### config.mk
export PLATFORM = sky130hd
export DESIGN_NAME = smb_cfg_slave
export DESIGN_NICKNAME = d
export VERILOG_FILES = /design/src/rtl/smb_pkg.sv /design/src/rtl/smb_line_mon.sv /design/src/rtl/smb_wr_hold.sv /design/src/rtl/smb_tx_sel.sv /design/src/rtl/smb_cfg_slave.sv
export SDC_FILE = /design/constraint.sdc
export NUM_CORES = 1
export LEC_CHECK = 0
export ABC_CLOCK_PERIOD_IN_PS = 2500
export BUFFER_PORTS_ARGS = -buffer_cell sky130_fd_sc_hd__buf_2
export CAP_MARGIN = 20
export CORE_MARGIN = 8
export CORE_UTILIZATION = 40
export DETAILED_ROUTE_END_ITERATION = 10
export SYNTH_ARGS = -nofsm -noshare
export SYNTH_HDL_FRONTEND = slang
export SYNTH_SLANG_ARGS = --single-unit
### constraint.sdc
create_clock -name clk -period 2.5 [get_ports clk]
set_clock_uncertainty 0.15 [all_clocks]
set_input_delay 0.5 -clock clk [delete_from_list [all_inputs] [get_ports clk]]
set_output_delay 0.5 -clock clk [all_outputs]
set_load 0.02 [all_outputs]
### src/rtl/smb_pkg.sv
package smb_pkg;
  typedef enum logic [2:0] {
    ST_IDLE, ST_RX, ST_ACK_SET, ST_ACK, ST_TX, ST_MACK, ST_LOAD, ST_IGNORE
  } smb_state_e;

  typedef enum logic [1:0] {
    BK_ADDR, BK_CMD, BK_CNT, BK_DATA
  } smb_byte_kind_e;
endpackage

### src/rtl/smb_line_mon.sv
module smb_line_mon (
  input  logic clk,
  input  logic rst_n,
  input  logic scl_i,
  input  logic sda_i,
  output logic scl_rise,
  output logic scl_fall,
  output logic cond_start,
  output logic cond_stop
);
  logic scl_q, sda_q;

  always_ff @(posedge clk or negedge rst_n) begin
    if (!rst_n) begin
      scl_q <= 1'b1;
      sda_q <= 1'b1;
    end else begin
      scl_q <= scl_i;
      sda_q <= sda_i;
    end
  end

  assign scl_rise   = scl_i & ~scl_q;
  assign scl_fall   = ~scl_i & scl_q;
  // data edges while the clock stays high are bus conditions
  assign cond_start = scl_i & scl_q & sda_q & ~sda_i;
  assign cond_stop  = scl_i & scl_q & ~sda_q & sda_i;
endmodule

### src/rtl/smb_wr_hold.sv
module smb_wr_hold #(
  parameter int AW = 3
) (
  input  logic          clk,
  input  logic          rst_n,
  input  logic          push,
  input  logic [AW-1:0] push_addr,
  input  logic [7:0]    push_data,
  output logic          out_valid,
  input  logic          out_ready,
  output logic [AW-1:0] out_addr,
  output logic [7:0]    out_data
);
  always_ff @(posedge clk or negedge rst_n) begin
    if (!rst_n) begin
      out_valid <= 1'b0;
      out_addr  <= '0;
      out_data  <= '0;
    end else if (push) begin
      out_valid <= 1'b1;
      out_addr  <= push_addr;
      out_data  <= push_data;
    end else if (out_ready) begin
      out_valid <= 1'b0;
    end
  end
endmodule

### src/rtl/smb_tx_sel.sv
module smb_tx_sel #(
  parameter int NUM_REGS = 8
) (
  input  logic       send_count,
  input  logic [7:0] ptr,
  input  logic [7:0] rd_data,
  output logic [7:0] tx_byte
);
  localparam logic [7:0] NREG8 = 8'(NUM_REGS);

  always_comb begin
    if (send_count)        tx_byte = NREG8;
    else if (ptr < NREG8)  tx_byte = rd_data;
    else                   tx_byte = 8'hFF;
  end
endmodule

### src/rtl/smb_cfg_slave.sv
module smb_cfg_slave #(
  parameter int          NUM_REGS = 8,
  parameter logic [6:0]  DEV_ADDR = 7'h69,
  localparam int         AW = (NUM_REGS > 1) ? $clog2(NUM_REGS) : 1
) (
  input  logic          clk,
  input  logic          rst_n,
  input  logic          scl_i,
  input  logic          sda_i,
  output logic          sda_oe,
  output logic          reg_wr_valid,
  input  logic          reg_wr_ready,
  output logic [AW-1:0] reg_wr_addr,
  output logic [7:0]    reg_wr_data,
  output logic [AW-1:0] reg_rd_addr,
  input  logic [7:0]    reg_rd_data
);
  import smb_pkg::*;

  localparam logic [7:0] NREG8 = 8'(NUM_REGS);

  logic scl_rise, scl_fall, cond_start, cond_stop;

  smb_state_e     state;
  smb_byte_kind_e kind;
  logic [3:0]     bit_cnt;
  logic [6:0]     shreg;
  logic [6:0]     tx_q;
  logic [7:0]     ptr;
  logic [6:0]     cmd_off;
  logic           blk_mode, have_cmd, send_count, ack_en, go_tx, oe_q;
  logic           push;
  logic [AW-1:0]  push_addr;
  logic [7:0]     push_data;
  logic [7:0]     byte_in, tx_byte, ptr_nxt;
  logic           in_range;

  smb_line_mon u_line (
    .clk(clk), .rst_n(rst_n), .scl_i(scl_i), .sda_i(sda_i),
    .scl_rise(scl_rise), .scl_fall(scl_fall),
    .cond_start(cond_start), .cond_stop(cond_stop)
  );

  smb_tx_sel #(.NUM_REGS(NUM_REGS)) u_txsel (
    .send_count(send_count), .ptr(ptr), .rd_data(reg_rd_data), .tx_byte(tx_byte)
  );

  smb_wr_hold #(.AW(AW)) u_hold (
    .clk(clk), .rst_n(rst_n), .push(push), .push_addr(push_addr),
    .push_data(push_data), .out_valid(reg_wr_valid), .out_ready(reg_wr_ready),
    .out_addr(reg_wr_addr), .out_data(reg_wr_data)
  );

  assign byte_in     = {shreg, sda_i};
  assign in_range    = ptr < NREG8;
  assign ptr_nxt     = (ptr == 8'hFF) ? ptr : ptr + 8'd1;
  assign reg_rd_addr = ptr[AW-1:0];
  assign sda_oe      = oe_q;

  always_ff @(posedge clk or negedge rst_n) begin
    if (!rst_n) begin
      state      <= ST_IDLE;
      kind       <= BK_ADDR;
      bit_cnt    <= '0;
      shreg      <= '0;
      tx_q       <= '0;
      ptr        <= '0;
      cmd_off    <= '0;
      blk_mode   <= 1'b1;
      have_cmd   <= 1'b0;
      send_count <= 1'b0;
      ack_en     <= 1'b0;
      go_tx      <= 1'b0;
      oe_q       <= 1'b0;
      push       <= 1'b0;
      push_addr  <= '0;
      push_data  <= '0;
    end else begin
      push <= 1'b0;
      if (cond_stop) begin
        state    <= ST_IDLE;
        oe_q     <= 1'b0;
        have_cmd <= 1'b0;
      end else if (cond_start) begin
        state   <= ST_RX;
        kind    <= BK_ADDR;
        bit_cnt <= '0;
        oe_q    <= 1'b0;
      end else begin
        unique case (state)
          ST_RX: if (scl_rise) begin
            shreg <= {shreg[5:0], sda_i};
            if (bit_cnt == 4'd7) begin
              bit_cnt <= '0;
              state   <= ST_ACK_SET;
              ack_en  <= 1'b1;
              go_tx   <= 1'b0;
              unique case (kind)
                BK_ADDR: begin
                  if (byte_in[7:1] != DEV_ADDR) begin
                    ack_en <= 1'b0;
                  end else if (!byte_in[0]) begin
                    kind <= BK_CMD;
                  end else begin
                    go_tx <= 1'b1;
                    if (blk_mode || !have_cmd) begin
                      ptr        <= '0;
                      send_count <= 1'b1;
                    end else begin
                      ptr        <= {1'b0, cmd_off};
                      send_count <= 1'b0;
                    end
                  end
                end
                BK_CMD: begin
                  blk_mode <= ~byte_in[7];
                  cmd_off  <= byte_in[6:0];
                  have_cmd <= 1'b1;
                  ptr      <= byte_in[7] ? {1'b0, byte_in[6:0]} : 8'd0;
                  kind     <= byte_in[7] ? BK_DATA : BK_CNT;
                end
                BK_CNT: kind <= BK_DATA;
                default: begin
                  if (in_range) begin
                    push      <= 1'b1;
                    push_addr <= ptr[AW-1:0];
                    push_data <= byte_in;
                  end
                  ptr <= ptr_nxt;
                end
              endcase
            end else begin
              bit_cnt <= bit_cnt + 4'd1;
            end
          end
          ST_ACK_SET: if (scl_fall) begin
            if (ack_en) begin
              oe_q  <= 1'b1;
              state <= ST_ACK;
            end else begin
              state <= ST_IGNORE;
            end
          end
          ST_ACK: if (scl_fall) begin
            bit_cnt <= '0;
            if (go_tx) begin
              tx_q  <= tx_byte[6:0];
              oe_q  <= ~tx_byte[7];
              state <= ST_TX;
            end else begin
              oe_q  <= 1'b0;
              state <= ST_RX;
            end
          end
          ST_TX: begin
            if (scl_rise) bit_cnt <= bit_cnt + 4'd1;
            if (scl_fall) begin
              if (bit_cnt == 4'd8) begin
                oe_q  <= 1'b0;
                state <= ST_MACK;
              end else begin
                oe_q <= ~tx_q[6];
                tx_q <= {tx_q[5:0], 1'b0};
              end
            end
          end
          ST_MACK: if (scl_rise) begin
            if (sda_i) begin
              state <= ST_IGNORE;
            end else begin
              state <= ST_LOAD;
              if (send_count) send_count <= 1'b0;
              else            ptr        <= ptr_nxt;
            end
          end
          ST_LOAD: if (scl_fall) begin
            tx_q    <= tx_byte[6:0];
            oe_q    <= ~tx_byte[7];
            bit_cnt <= '0;
            state   <= ST_TX;
          end
          default: ;
        endcase
      end
    end
  end
endmodule

; Word-level counts from Yosys, hierarchy flattened
; Cells that the tools add are included.
[op_classes]
order_cmp = 1
n_shift = 0
n_eq_ne = 43
div = 0
mul = 0
reduce_logical = 31
bitwise = 17
n_addsub = 2
muxes = 87
[ops]
columns = cell, count
row1 = 8-bit two-way mux, 10
row2 = 7-bit two-way mux, 7
row3 = 1-bit two-way mux, 39
row4 = 3-bit two-way mux, 12
row5 = 4-bit inequality test (second input constant), 9
row6 = 2-bit inequality test (second input constant), 13
row7 = 8-bit case mux with 3 select lines, 1
row8 = 7-bit case mux with 3 select lines, 1
row9 = 4-bit two-way mux, 5
row10 = 3-bit inequality test (second input constant), 6
row11 = 3-bit case mux with 6 select lines, 1
row12 = 2-bit nonzero test, 9
row13 = 8-bit case mux with 2 select lines, 1
row14 = 5-bit AND reduction, 3
row15 = 7-bit AND reduction, 2
row16 = 2-bit two-way mux, 6
row17 = 4-bit case mux with 3 select lines, 1
row18 = 6-bit AND reduction, 2
row19 = 11-bit AND reduction, 1
row20 = 1-bit inverter, 10
row21 = 10-bit AND reduction, 1
row22 = 3-bit == test (second input constant), 3
row23 = 9-bit AND reduction, 1
row24 = 8-bit by 1-bit adder with 8-bit output (second input constant), 1
row25 = 27 further kinds, 36
[totals]
mem_count = 0
latch_bits = 0
mem_bits_ro = 0
mem_bits_rw = 0
in_bits = 13
register_bits = 70
out_inout_bits = 16
elab_cells = 202

; Depth between registers and ports, before layout
[logic_depth]
ltp_word = 9
ltp_mapped = 8
depth_no_buf = 7

; Modules after synthesis
; Synthesis repeated with hierarchy kept, for this count alone.
[unflattened]
hier_cells = 346
hier_area_um2 = 3886.2
[modules_own_cells]
columns = mod, area_each_um2, seq_area_each_um2, n_inst, cells_per_inst
row1 = smb_cfg_slave, 3215.6, 1402.6, 1, 295
row2 = smb_wr_hold, 481.7, 300.3, 1, 26
row3 = smb_tx_sel, 103.8, 0.0, 1, 19
row4 = smb_line_mon, 85.1, 52.6, 1, 6

; Worst setup path before layout
; Ideal clock, no wire load.
[synth_timing]
kind = register to register
from = reg state[1]
to = reg push_addr[2]
slack_ns = 0.220
arrival_time_ns = 2.002
required_ns = 2.222
path_buffers = 3
synth_period_minus_slack_ns = 2.280
setup_ns = 0.128
stages_incl_launch_ff = 8
cell_sequence = dfrtp_1 > buf_6 > or3b_1 > or3_1 > buf_6 > nor3_4 > buf_4 > mux2_1
[synth_between]
elab_chain_cells = 2
[synth_lines]
columns = item, line_no
row1 = start: declaration, smb_cfg_slave.sv:24  ; smb_state_e state;
row2 = start signal: assignment, smb_cfg_slave.sv:62  ; state <= ST_IDLE;
row3 = start signal: assignment, smb_cfg_slave.sv:81  ; state <= ST_IDLE;
row4 = start signal: assignment, smb_cfg_slave.sv:85  ; state <= ST_RX;
row5 = 3-bit by 1-bit == test with 1-bit output, smb_cfg_slave.sv:90  ; unique case (state)
row6 = 7-bit AND reduction (no line), n/a
row7 = end signal: assignment, smb_cfg_slave.sv:126  ; push_addr <= ptr[AW-1:0];
row8 = end: declaration, smb_cfg_slave.sv:33  ; logic [AW-1:0] push_addr;
; No other way between the ends.
; A chain may end at the register's enable or synchronous reset.

; Final worst setup path
[layout_timing]
from = reg state[2]
to = reg push_data[0]
[layout_between]
elab_chain_cells = 2
[layout_lines]
columns = item, line_no
row1 = 3-bit by 1-bit == test with 1-bit output, smb_cfg_slave.sv:90
row2 = 7-bit AND reduction (no line), n/a
row3 = end signal: assignment, smb_cfg_slave.sv:127  ; push_data <= byte_in;
row4 = end: declaration, smb_cfg_slave.sv:34  ; logic [7:0] push_data;
; No other way between the ends.

==> results by group <==
Logic synthesis
  • Area leader, netlist: dfrtp_1
  • Ys flop type: dfrtp_1
  • Mapped Nets: 362
  • Top cells by area, synth: dfrtp_1, mux2_2, nand2_1, mux2_1, ha_1
  • Synth unique cells: 57
  • Cell Area, Synth: 3640 um2
  • Flops & latches, synth: 70
  • Post-synthesis cell count: 342
  • Register area share after synthesis: 0.483
  • Mapped Avg Cell Area: 10.6 um2
  • Ys async rst share: 1.00
  • Synth top area share: 0.461
  • Warnings, synthesis: 0
  • Post-synth EDFFs: 0

GRT
  • Largest net degree at the start of global routing: 44
  • Vias in the first global route: 2,614
  • Initial antenna violation count: 0
  • First-pass GRT wire length: 13.5 mm
  • Grt ovf: 0
  • Total GRT Usage: 0.130

STA
  • Final Setup Violations: 0
  • Worst-margin pin slew: 0.708 ns
  • Achievable Freq: 425 MHz
  • RSZ-0062 raised after global routing: false
  • Final Max Slew Viols: 0
  • Fin. Hold Viols: 0
  • Period utilization: 0.941
  • Setup ws final: 0.148 ns
  • Relative slew margins: 0.525
  • Final min period: 2.35 ns
  • Final hold slack: 0.143 ns
  • Final setup TNS: 0 ns

Clock network
  • Reg clk slew, reported paths: 0.08 ns
  • CTS tree: done
  • CTS Buf Count: 9
  • CTS max path bufs: 2
  • Clock sink count: 70
  • Skew-Pair Late Insertion Delay: 0.35 ns
  • Root Driver: clkbuf_8
  • Depth of the CTS H-tree: 3
  • # resized after CTS: 0
  • # Post-CTS Setup Buffers: 0

Finish
  • Commonest cells after routing, fill and taps aside: dfrtp_1, nand2_1, mux2_2, buf_2, nor2_1
  • Final Util: 0.473
  • Area Overhead vs Synth: 13.9%
  • Commonest non-fill, non-tap cell in the layout: dfrtp_1
  • Ant diodes: 0
  • Final Non-Filler Cells: 489
  • Nets@finish: 396
  • Fillers: 801
  • Fraction of layout cells with a size suffix above 1: 0.262

Power and ir drop
  • Lkg Pwr: 0.00193 uW
  • P per Cell Area: 750 nW/um2
  • Worst-case vdd ir drop: 0.315 mV

Die
  • Num rows: 34
  • Starting Density: 0.415
  • I/O pin total: 29
  • Die Wd: 111 um
  • Die ar.: 12,400 um2
  • Core Area: 8760 um2
  • Die Height: 111 um

Hold path
  • Hold Path Class: in2reg

Drt
  • Avg Vias per Cell: 5.57
  • DR WL/cell: 15.8 um
  • Post-DRT Antenna Nets: 0
  • DRC: 0
  • Total number of vias: 2,726
  • First drt pass iteration count: 6
  • DRT iter0 DRCs: 219
  • Routed wire length: 7.75 mm

Run status
  • Status: finished, final reports clean

Run
  • Max-Cap Viols: 0

Placed design
  • Inst Count DP: 472
  • HPWL Detailed: 5.37 mm
  • Pre-CTS setup slack: 0.166 ns
  • GP Congestion: 0.854
  • IO Port Bufs: 28

Setup path
  • Critical Path RT: 2.59 ns
  • Critical path type: reg2reg
  • CP Capture Type: flip-flop
  • Crit path max fanout: 12
  • Crit start category: flip-flop
  • Worst Path Arrival: 2.44 ns
[path summary, 6_finish.rpt]
check	end	slack [ns]	startpoint	cells past startpoint
worst max-delay path	push_data[0]	0.15	state[2]	5
worst max register to register	push_data[0]	0.15	state[2]	5
min in group asynchronous	bit_cnt[3]	0.44	rst_n	2
worst min register to register	tx_q[0]	0.33	tx_q[0]	2
worst min-delay path	u_line.scl_q	0.14	scl_i	1
max in group asynchronous	blk_mode	1.17	rst_n	3
[cells in the mapped netlist (3+ instances only)]
cell type and count:
a21o_1 3, a21oi_1 17, a221oi_1 4, a22o_1 4
a31o_2 3, and3_1 4, buf_4 4, clkbuf_1 9
dfrtp_1 67, dfstp_2 3, ha_1 7, inv_1 15
mux2_1 9, mux2_2 34, nand2_1 36, nand2b_1 7
nand3_1 8, nor2_1 18, nor2b_1 6, nor3_1 5
nor3b_1 3, o211ai_1 3, o21a_1 4, o21ai_0 14
o31ai_1 8, or2_2 3
[per-stage QoR]
stage          instance area, um2  power (uW)
2_1_floorplan                3640        1910
3_3_place_gp                 3910        2090
3_5_place_dp                 3910        2110
4_1_cts                      4140        3140
5_1_grt                      4140        3300
6_report                     4140        3110
[final cells by class]
class | count | area, um2 | area share
inverter | 15 | 56.3 | 0.0136
clock buffer | 10 | 128 | 0.0308
sequential | 70 | 1760 | 0.424
timing repair buffer | 40 | 245 | 0.0592
clock inverter | 6 | 92.6 | 0.0223
tap | 108 | 135 | 0.0326
multi-input combinational | 240 | 1730 | 0.418
[routing by layer]
metal	routed length, um	GRT usage	vias up
li1	-	-	1319
met1	3700	0.174	1337
met5	0	0	-
met3	353	0.0365	10
met2	3590	0.195	60
met4	106	0.0507	0
[power breakdown]
part / internal [uW] / switching (uW) / total (uW)
combinational: 250 / 291 / 542
clock: 569 / 454 / 1020
sequential: 1310 / 235 / 1540
total: 2130 / 981 / 3110
[critical path, stage by stage, from the launching register on]
cell and delay [ns]:
dfrtp_1 0.37, or3b_1 0.43, or3_1 0.49, nor3_4 0.20, buf_4 0.24, mux2_2 0.36
[what timing repair did]
item,4_1_cts,5_1_grt
hold buffers,1,0
setup endpoints to repair,0,0
hold endpoints to repair,10,0
[state kept, by name, summed over array words and instances, names as in the netlist, 4 cells and up]
signal / cells
bit_cnt: 4
cmd_off: 7
ptr: 8
push_data: 8
shreg: 7
tx_q: 7
u_hold.out_data: 8
[cells by family after synthesis]
| logic type | Yosys count | synth area share |
|---|---|---|
| XOR/XNOR | 1 | 0.00241 |
| multiplexers | 44 | 0.136 |
| flip-flops | 70 | 0.483 |
| AO/OA/AOI/OAI | 83 | 0.159 |
| AND/OR/NAND/NOR | 105 | 0.155 |
| adder cells (fa/ha/maj) | 7 | 0.0241 |
| buffers and inverters | 32 | 0.0413 |
(Power assumes the default switching activity.)
